[src/rtl/seqpf_pkg.sv]
package seqpf_pkg;

  // Per-cycle strobes from control to datapath.
  typedef struct packed {
    logic pop;    // head entry leaves, its line goes to the cache
    logic flush;  // empty all entries and restart the stream
    logic issue;  // prefetch request accepted by memory
    logic fill;   // response written into the oldest waiting entry
    logic drop;   // response belongs to a discarded entry
  } seqpf_strobe_t;

endpackage

[src/rtl/seqpf_ctrl.sv]
module seqpf_ctrl
  import seqpf_pkg::*;
(
  input  logic          clk,
  input  logic          rstN,
  input  logic          missValid,
  input  logic          headMatch,
  input  logic          headAvail,
  input  logic          slotFree,
  input  logic          outFree,
  input  logic          dropPend,
  input  logic          memReqReady,
  input  logic          memRspValid,
  output logic          missReady,
  output logic          memReqValid,
  output logic          fillValid,
  output logic          missNoHit,
  output seqpf_strobe_t stb
);

  typedef enum logic {ST_IDLE, ST_RUN} ctrlState_e;

  ctrlState_e stateQ;
  logic       accept;

  // A matching head without data holds the lookup off.
  assign missReady   = !(headMatch && !headAvail);
  assign accept      = missValid && missReady;

  assign stb.pop     = accept && headMatch;
  assign stb.flush   = accept && !headMatch;

  // No request in a restart cycle: the next address is being reloaded.
  assign memReqValid = (stateQ == ST_RUN) && slotFree && outFree && !stb.flush;
  assign stb.issue   = memReqValid && memReqReady;

  // A response arriving while entries are cleared is stale as well.
  assign stb.drop    = memRspValid && (dropPend || stb.flush);
  assign stb.fill    = memRspValid && !dropPend && !stb.flush;

  always_ff @(posedge clk) begin
    if (!rstN) begin
      stateQ    <= ST_IDLE;
      fillValid <= 1'b0;
      missNoHit <= 1'b0;
    end else begin
      if (stb.flush) stateQ <= ST_RUN;
      fillValid <= stb.pop;
      missNoHit <= stb.flush;
    end
  end

endmodule

[src/rtl/seqpf_data.sv]
module seqpf_data
  import seqpf_pkg::*;
#(
  parameter int ADDR_W     = 32,
  parameter int LINE_BYTES = 16,
  parameter int LINE_W     = 64,
  parameter int DEPTH      = 4,
  parameter int MAX_OUT    = 8
) (
  input  logic                          clk,
  input  logic                          rstN,
  input  seqpf_strobe_t                 stb,
  input  logic [ADDR_W-$clog2(LINE_BYTES)-1:0] missTag,
  input  logic [LINE_W-1:0]             memRspData,
  output logic                          headMatch,
  output logic                          headAvail,
  output logic                          slotFree,
  output logic                          outFree,
  output logic                          dropPend,
  output logic [ADDR_W-1:0]             memReqAddr,
  output logic [ADDR_W-1:0]             fillAddr,
  output logic [LINE_W-1:0]             fillData,
  output logic [$clog2(DEPTH+1)-1:0]    occCnt
);

  localparam int OFF_W = $clog2(LINE_BYTES);
  localparam int TAG_W = ADDR_W - OFF_W;
  localparam int PTR_W = (DEPTH > 1) ? $clog2(DEPTH) : 1;
  localparam int CNT_W = $clog2(DEPTH + 1);
  localparam int OUT_W = $clog2(MAX_OUT + 1);

  typedef logic [PTR_W-1:0] ptr_t;

  function automatic ptr_t nextPtr(input ptr_t p);
    return (p == ptr_t'(DEPTH - 1)) ? ptr_t'(0) : ptr_t'(p + ptr_t'(1));
  endfunction

  // Entry storage
  logic [TAG_W-1:0]  tagQ   [DEPTH];
  logic [LINE_W-1:0] dataQ  [DEPTH];
  logic              validQ [DEPTH];
  logic              availQ [DEPTH];

  // Pointers and counters
  ptr_t              headQ, tailQ, fillPtrQ;
  logic [CNT_W-1:0]  cntQ;
  logic [OUT_W-1:0]  outCntQ, dropCntQ;
  logic [TAG_W-1:0]  nextTagQ;
  logic              rspTaken;

  assign rspTaken   = stb.fill || stb.drop;

  assign headMatch  = validQ[headQ] && (tagQ[headQ] == missTag);
  assign headAvail  = availQ[headQ];
  assign slotFree   = cntQ < CNT_W'(DEPTH);
  assign outFree    = outCntQ < OUT_W'(MAX_OUT);
  assign dropPend   = dropCntQ != '0;
  assign memReqAddr = {nextTagQ, {OFF_W{1'b0}}};
  assign occCnt     = cntQ;

  for (genvar g = 0; g < DEPTH; g++) begin : g_entry
    always_ff @(posedge clk) begin
      if (!rstN) begin
        validQ[g] <= 1'b0;
        availQ[g] <= 1'b0;
        tagQ[g]   <= '0;
        dataQ[g]  <= '0;
      end else if (stb.flush) begin
        validQ[g] <= 1'b0;
        availQ[g] <= 1'b0;
      end else begin
        if (stb.pop && headQ == ptr_t'(g)) begin
          validQ[g] <= 1'b0;
          availQ[g] <= 1'b0;
        end
        if (stb.issue && tailQ == ptr_t'(g)) begin
          validQ[g] <= 1'b1;
          availQ[g] <= 1'b0;
          tagQ[g]   <= nextTagQ;
        end
        if (stb.fill && fillPtrQ == ptr_t'(g)) begin
          availQ[g] <= 1'b1;
          dataQ[g]  <= memRspData;
        end
      end
    end
  end

  // Ring pointers and occupancy
  always_ff @(posedge clk) begin
    if (!rstN) begin
      headQ    <= '0;
      tailQ    <= '0;
      fillPtrQ <= '0;
      cntQ     <= '0;
    end else if (stb.flush) begin
      headQ    <= '0;
      tailQ    <= '0;
      fillPtrQ <= '0;
      cntQ     <= '0;
    end else begin
      if (stb.pop)   headQ    <= nextPtr(headQ);
      if (stb.issue) tailQ    <= nextPtr(tailQ);
      if (stb.fill)  fillPtrQ <= nextPtr(fillPtrQ);
      cntQ <= cntQ + CNT_W'(stb.issue) - CNT_W'(stb.pop);
    end
  end

  // Outstanding requests and how many of them are stale
  always_ff @(posedge clk) begin
    if (!rstN) begin
      outCntQ  <= '0;
      dropCntQ <= '0;
    end else begin
      outCntQ <= outCntQ + OUT_W'(stb.issue) - OUT_W'(rspTaken);
      if (stb.flush)     dropCntQ <= outCntQ - OUT_W'(rspTaken);
      else if (stb.drop) dropCntQ <= dropCntQ - OUT_W'(1);
    end
  end

  // Next prefetch line address
  always_ff @(posedge clk) begin
    if (!rstN)          nextTagQ <= '0;
    else if (stb.flush) nextTagQ <= missTag + TAG_W'(1);
    else if (stb.issue) nextTagQ <= nextTagQ + TAG_W'(1);
  end

  // Line handed to the cache
  always_ff @(posedge clk) begin
    if (!rstN) begin
      fillAddr <= '0;
      fillData <= '0;
    end else if (stb.pop) begin
      fillAddr <= {tagQ[headQ], {OFF_W{1'b0}}};
      fillData <= dataQ[headQ];
    end
  end

endmodule

[src/rtl/seqpf_top.sv]
module seqpf_top
  import seqpf_pkg::*;
#(
  parameter int ADDR_W     = 32,
  parameter int LINE_BYTES = 16,
  parameter int LINE_W     = 64,
  parameter int DEPTH      = 4,
  parameter int MAX_OUT    = 2 * DEPTH
) (
  input  logic              clk,
  input  logic              rstN,
  input  logic              missValid,
  input  logic [ADDR_W-1:0] missAddr,
  output logic              missReady,
  output logic              fillValid,
  output logic [ADDR_W-1:0] fillAddr,
  output logic [LINE_W-1:0] fillData,
  output logic              missNoHit,
  output logic              memReqValid,
  input  logic              memReqReady,
  output logic [ADDR_W-1:0] memReqAddr,
  input  logic              memRspValid,
  input  logic [LINE_W-1:0] memRspData
);

  localparam int OFF_W = $clog2(LINE_BYTES);
  localparam int CNT_W = $clog2(DEPTH + 1);

  seqpf_strobe_t    stb;
  logic             headMatch, headAvail, slotFree, outFree, dropPend;
  logic             flushStb;
  logic [CNT_W-1:0] occCnt;
  logic             unusedOff;

  assign unusedOff = ^missAddr[OFF_W-1:0];
  assign flushStb  = stb.flush;

  seqpf_ctrl i_ctrl (
    .clk        (clk),
    .rstN       (rstN),
    .missValid  (missValid),
    .headMatch  (headMatch),
    .headAvail  (headAvail),
    .slotFree   (slotFree),
    .outFree    (outFree),
    .dropPend   (dropPend),
    .memReqReady(memReqReady),
    .memRspValid(memRspValid),
    .missReady  (missReady),
    .memReqValid(memReqValid),
    .fillValid  (fillValid),
    .missNoHit  (missNoHit),
    .stb        (stb)
  );

  seqpf_data #(
    .ADDR_W    (ADDR_W),
    .LINE_BYTES(LINE_BYTES),
    .LINE_W    (LINE_W),
    .DEPTH     (DEPTH),
    .MAX_OUT   (MAX_OUT)
  ) i_data (
    .clk        (clk),
    .rstN       (rstN),
    .stb        (stb),
    .missTag    (missAddr[ADDR_W-1:OFF_W]),
    .memRspData (memRspData),
    .headMatch  (headMatch),
    .headAvail  (headAvail),
    .slotFree   (slotFree),
    .outFree    (outFree),
    .dropPend   (dropPend),
    .memReqAddr (memReqAddr),
    .fillAddr   (fillAddr),
    .fillData   (fillData),
    .occCnt     (occCnt)
  );

endmodule

[config.mk]
export PLATFORM = sky130hd
export DESIGN_NAME = seqpf_top
export DESIGN_NICKNAME = d
export VERILOG_FILES = /design/src/rtl/seqpf_pkg.sv /design/src/rtl/seqpf_ctrl.sv /design/src/rtl/seqpf_data.sv /design/src/rtl/seqpf_top.sv
export SDC_FILE = /design/constraint.sdc
export NUM_CORES = 1
export LEC_CHECK = 0
export BUFFER_PORTS_ARGS = -buffer_cell sky130_fd_sc_hd__buf_2
export CORE_UTILIZATION = 54
export CTS_BUF_LIST = sky130_fd_sc_hd__clkbuf_8 sky130_fd_sc_hd__clkbuf_16
export CTS_CLUSTER_SIZE = 20
export DETAILED_ROUTE_END_ITERATION = 10
export PLACE_DENSITY = 0.76
export SLEW_MARGIN = 20
export SYNTH_ARGS = -nofsm -noshare
export SYNTH_HDL_FRONTEND = slang
export SYNTH_HIERARCHICAL = 1
export SYNTH_SLANG_ARGS = --single-unit
[constraint.sdc]
create_clock -name clk -period 7.6 [get_ports clk]
set_input_delay 0 -clock clk [delete_from_list [all_inputs] [get_ports clk]]
set_output_delay 0 -clock clk [all_outputs]
set_load 0.01 [all_outputs]
---- Word level (Yosys, flattened, before mapping) ----
Memories as Yosys holds them, arrays and structs flattened. A register that Yosys moved wholly into a read port is not among the register bits.
Cells that the tools add are included.
storage, ports and cells
  bits in writable memories ............... 376
  register bits ........................... 76
  word-level logic and storage cells ...... 215
  output and inout bits ................... 132
  memories kept ........................... 4
  bits of input ports ..................... 101
cells by class
  reduce and logical (&&, ||, !) cells .... 39
  equal/unequal tests ..................... 10
  magnitude comparators ................... 2
  add/sub/neg operators ................... 11
  multiplexer cells ....................... 101
  bitwise gates (word level) .............. 37
memories
  memory         depth  width  rd ports  clocked after memory_dff  write ports  RTL line          source
  i_data.dataQ   4      64     1         1                         4            seqpf_data.sv:40  logic [LINE_W-1:0] dataQ [DEPTH];
  i_data.tagQ    4      28     1         1                         4            seqpf_data.sv:39  logic [TAG_W-1:0] tagQ [DEPTH];
  i_data.availQ  4      1      1         1                         4            seqpf_data.sv:42  logic availQ [DEPTH];
  i_data.validQ  4      1      1         1                         4            seqpf_data.sv:41  logic validQ [DEPTH];
operator list
  kind                     number
  $mux W64                 4
  $mux W28                 6
  $mux W1                  80
  $add A28 B1 Y28 const B  2
  $or A1 B1 Y1             36
  $eq A28 B28 Y1           1
  $logic_and A1 B1 Y1      24
  $mux W2                  9
  $eq A2 B2 Y1 const B     6
  $mux W4                  2
  $sub A4 B1 Y4            2
  $add A2 B1 Y2 const B    3
  $eq A2 B1 Y1 const B     3
  $logic_not A1 Y1         6
  $logic_not A2 Y1         3
  $add A4 B1 Y4            1
  $lt A4 B4 Y1 const B     1
  $reduce_bool A2 Y1       2
  $reduce_bool A4 Y1       1
  $sub A4 B1 Y4 const B    1
  $add A3 B1 Y3            1
  $lt A3 B3 Y1 const B     1
  $sub A3 B1 Y3            1
  $logic_or A1 B1 Y1       2
  2 further kinds          2

---- Depth between registers and ports, before layout ----
  word-level depth ........................ 16
  depth in mapped cells ................... 23
  mapped depth without buffers ............ 16

---- By module ----
The synthesis kept the hierarchy.
by module, submodules not included
  module      cells an instance  seq. area each (sq um)  instances  area an instance (sq um)
  seqpf_data  1722               14053.5                 1          23239.8
  seqpf_ctrl  15                 60.1                    1          151.4

---- Worst setup path before layout ----
No wires, ideal clock.
  path kind ............................... reg-to-reg
  from .................................... reg with a tool-made name
  to ...................................... mem i_data.dataQ[0][0] (enable)
  library setup time ...................... 0.574 ns
  setup slack ............................. -0.692 ns
  required time ........................... 7.026 ns
  clock period less this slack ............ 8.292 ns
  arrival ................................. 7.718 ns
  buffers on the path ..................... 9
  cell stages (with the launch flop) ...... 17
  cell sequence ........................... dfxtp_1 -> buf_2 -> buf_2 -> mux4_2 -> xnor2_1 -> nand4_1 -> nor4_1 -> and3_1 -> nor2b_1 -> buf_6 -> buf_6 -> buf_6 -> buf_4 -> buf_6 -> clkbuf_1 -> buf_1 -> o21ai_0
RTL lines
  what       RTL line
  to (decl)  seqpf_data.sv:40

==> summary.md <==
| Metric | Value |
|---|---|
| Yosys reg bits | `518` |
| Post-synthesis async set-or-reset flop share | `0` |
| Total die area | `0.0442 mm²` |
| Final max-slew violation count | `0` |
| Final net count | `2,161` |
| Top cell type's share of synthesized area | `0.480` |
| Top FF cell, synth | `edfxtp_1` |
| Most area-consuming cells after synthesis | `edfxtp_1, dfxtp_1, and2_1` |
| Internal reg-to-reg setup slack | `1.72 ns` |
| Max Cap Viol | `0` |
| Post-synthesis sequential area ratio | `0.603` |
| Core area | `0.0423 mm²` |
| Final setup fails | `0` |
| Number of synthesized flops with an enable pin | `374` |
| Synth cell types | `66` |
| Fmax | `170 MHz` |
| Rel. slew slack | `0.301` |
| Final min period | `5.88 ns` |
| Clk_lat worst skew | `0.61 ns` |
| Yosys top cell by area | `edfxtp_1` |
| Top Ports | `233` |
| Final Hold Viols | `0` |
| WP data required | `8.07 ns` |
| Post-route ant nets | `0` |
| Layout Utilization | `0.656` |
| Maximum fanout along the worst path | `76` |
| Postcts setup bufs | `0` |
| Initial antenna violation count | `1` |
| Die width | `210 µm` |
| Syn Inst Count | `1,737` |
| FF-to-FF End | `i_data/nextTagQ[17]` |
| Tcrit/Tclk final | `0.774` |
| Dpl ws | `1.92 ns` |
| Worst-margin pin slew | `1.05 ns` |
| TritonCTS clock tree | `done` |
| Synthesized area | `0.0234 mm²` |
| Port buffer count | `220` |
| WL/cell | `21.0 µm` |
| Congestion Overflow GR | `0` |
| Number of global-route vias before repair | `15,452` |
| Most frequent cells in the layout | `edfxtp_1, and2_1, buf_2, nor2_1, dfxtp_1` |
| Dpl cell area | `0.0250 mm²` |
| DRC violation total after the first TritonRoute iteration | `1,226` |
| Total Routed Length | `55,700 µm` |
| Startpoint types | `flip-flop` |
| Share of layout cells above drive strength 1 | `0.219` |
| Hold Path Sink | `i_data/nextTagQ[1]` |
| Area growth from synthesis to layout | `18.7%` |
| Final worst slack | `1.72 ns` |
| HP Class | `input pin to flip-flop` |
| Chip height | `210 µm` |
| Initial Utilization | `0.553` |
| Crit. End Element | `flip-flop` |
| Total Routing Usage GR | `0.254` |
| Critical Path AT | `6.36 ns` |
| Detailed Place HPWL | `33,400 µm` |
| First-pass GRT wire length | `85,200 µm` |
| Worst Path Class, Setup | `flip-flop to flip-flop` |
| Setup Skew | `0.0244 ns` |
| Cell area after layout | `0.0278 mm²` |
| H-tree depth | `2` |
| Vias per std cell | `5.61` |
| Hold_sp | `missAddr[5]` |
| Status | `complete, no violations` |
| Leakage power | `0.0105 µW` |
| Largest net degree at the start of global routing | `77` |
| Syn_area_per_cell | `13.5 µm²` |
| Via Count | `14,895` |
| Reg clk slew, reported paths | `0.06 ns` |
| Gp weighted congestion | `0.909` |
| Commonest non-fill, non-tap cell in the layout | `edfxtp_1` |
| Synthesis Warnings | `6` |
| Maximum vdd drop | `0.211 mV` |
| Post-route DRC | `0` |
| Num CTS Buffers | `52` |
| RSZ-0062 raised after global routing | `no` |
| CTS Root Cell | `clkbuf_16` |
| Max Root-Sink Buffers | `3` |
| Std cell rows | `75` |
| Pwr dens | `225 mW/mm²` |
| Hold depth | `5` |
| DR pass1 iterations | `8` |
| Reg2reg path depth | `17` |
| Setup tns final | `0 ns` |
| Sink Count | `518` |
==> cell type report <==
| class | count | area (µm²) |
|---|---|---|
| Multi-Input combinational cell | 1077 | 8710 |
| Clock buffer | 58 | 1380 |
| Antenna cell | 1 | 2.50 |
| Fill cell | 3048 | 14600 |
| Sequential cell | 518 | 14100 |
| Clock inverter | 38 | 360 |
| Tap cell | 577 | 722 |
| Timing Repair Buffer | 351 | 2350 |
| Inverter | 33 | 126 |
==> worst max-delay path by stage <==
stage	startpoint	endpoint	slack [ns]
4_1_cts	flip-flop	i_data/nextTagQ[17]	1.79
6_report	flip-flop	i_data/nextTagQ[17]	1.72
3_3_place_gp	flip-flop	i_data/dataQ[0][24]	2.08
3_5_place_dp	flip-flop	i_data/dataQ[0][30]	1.92
5_1_grt	flip-flop	i_data/nextTagQ[17]	1.41
2_1_floorplan	flip-flop	i_data/dataQ[0][0]	1.04
==> where the power goes <==
part           switching (µW)  internal [µW]  leakage [µW]
Clock                    1090           1510      0.000900
Combinational             259            202       0.00461
Sequential               59.6           3140       0.00504
Total                    1410           4850        0.0105
==> Yosys cell counts (19+ instances only) <==
master and n:
and2_1 368, mux2i_1 120, xnor2_1 54, edfxtp_1 374
inv_1 33, ha_1 25, nor2_1 150, xor2_1 21
mux4_2 87, nand2_1 44, nand4_1 21, clkbuf_1 68
nand3_1 20, a211oi_1 19, dfxtp_1 144
==> flip-flops by register name (all words and copies together), names as in the netlist, named ones only <==
register          cells
i_ctrl/fillValid      1
i_data/dropCntQ       4
i_data/fillAddr      28
i_data/nextTagQ      28
i_data/fillPtrQ       2
i_data/occCnt         3
i_data/availQ         4
i_data/tagQ         112
i_data/headQ          2
i_data/dataQ        256
i_ctrl/missNoHit      1
i_data/fillData      64
i_data/tailQ          2
i_data/outCntQ        4
i_data/validQ         4
i_ctrl/stateQ         1
==> cells by family after synthesis <==
| group | share of synthesized area |
|---|---|
| buffers and inverters | 0.0280 |
| XOR/XNOR | 0.0281 |
| multiplexers | 0.137 |
| flip-flops | 0.603 |
| AO/OA/AOI/OAI | 0.0282 |
| AND/OR/NAND/NOR | 0.160 |
| adder cells (fa/ha/maj) | 0.0151 |
| other | 0.000160 |
==> stage by stage <==
step | instances | power [µW] | hold slack [ns]
finish | 2653 | 6260 | 0.0254
global route | 2653 | 6460 | 0.116
CTS | 2652 | 6300 | 0.00228
detailed placement | 2456 | 3670 | 0.310
global placement | 2456 | 3650 | 0.302
floorplan | 1744 | 3520 | 0.117
==> timing repair <==
| item | CTS | global route |
|---|---|---|
| endpoints found under the hold margin | 292 | 0 |
| resized for setup | 0 | 0 |
| hold buffers | 100 | 0 |
==> layer usage <==
layer  GRT usage  share of wire
met2       0.455           0.52
met5           0              0
met4      0.0929          0.025
met3      0.0502          0.076
met1       0.303           0.38
==> critical path: stages, from the launching register on <==
cell	delay [ns]
dfxtp_2	0.82
buf_4	0.38
buf_4	0.23
mux2i_1	0.42
inv_1	0.09
o221ai_1	0.19
nor4_1	0.12
and3_1	0.27
nor2b_4	0.57
buf_12	0.35
nand4_1	0.25
a222oi_1	0.46
buf_4	0.27
nand4_4	0.17
nor2_1	0.18
xor2_1	0.08
o211a_1	0.21
dlygate4sd3_1	0.57
Note: power is estimated with default switching activity, not from simulation.
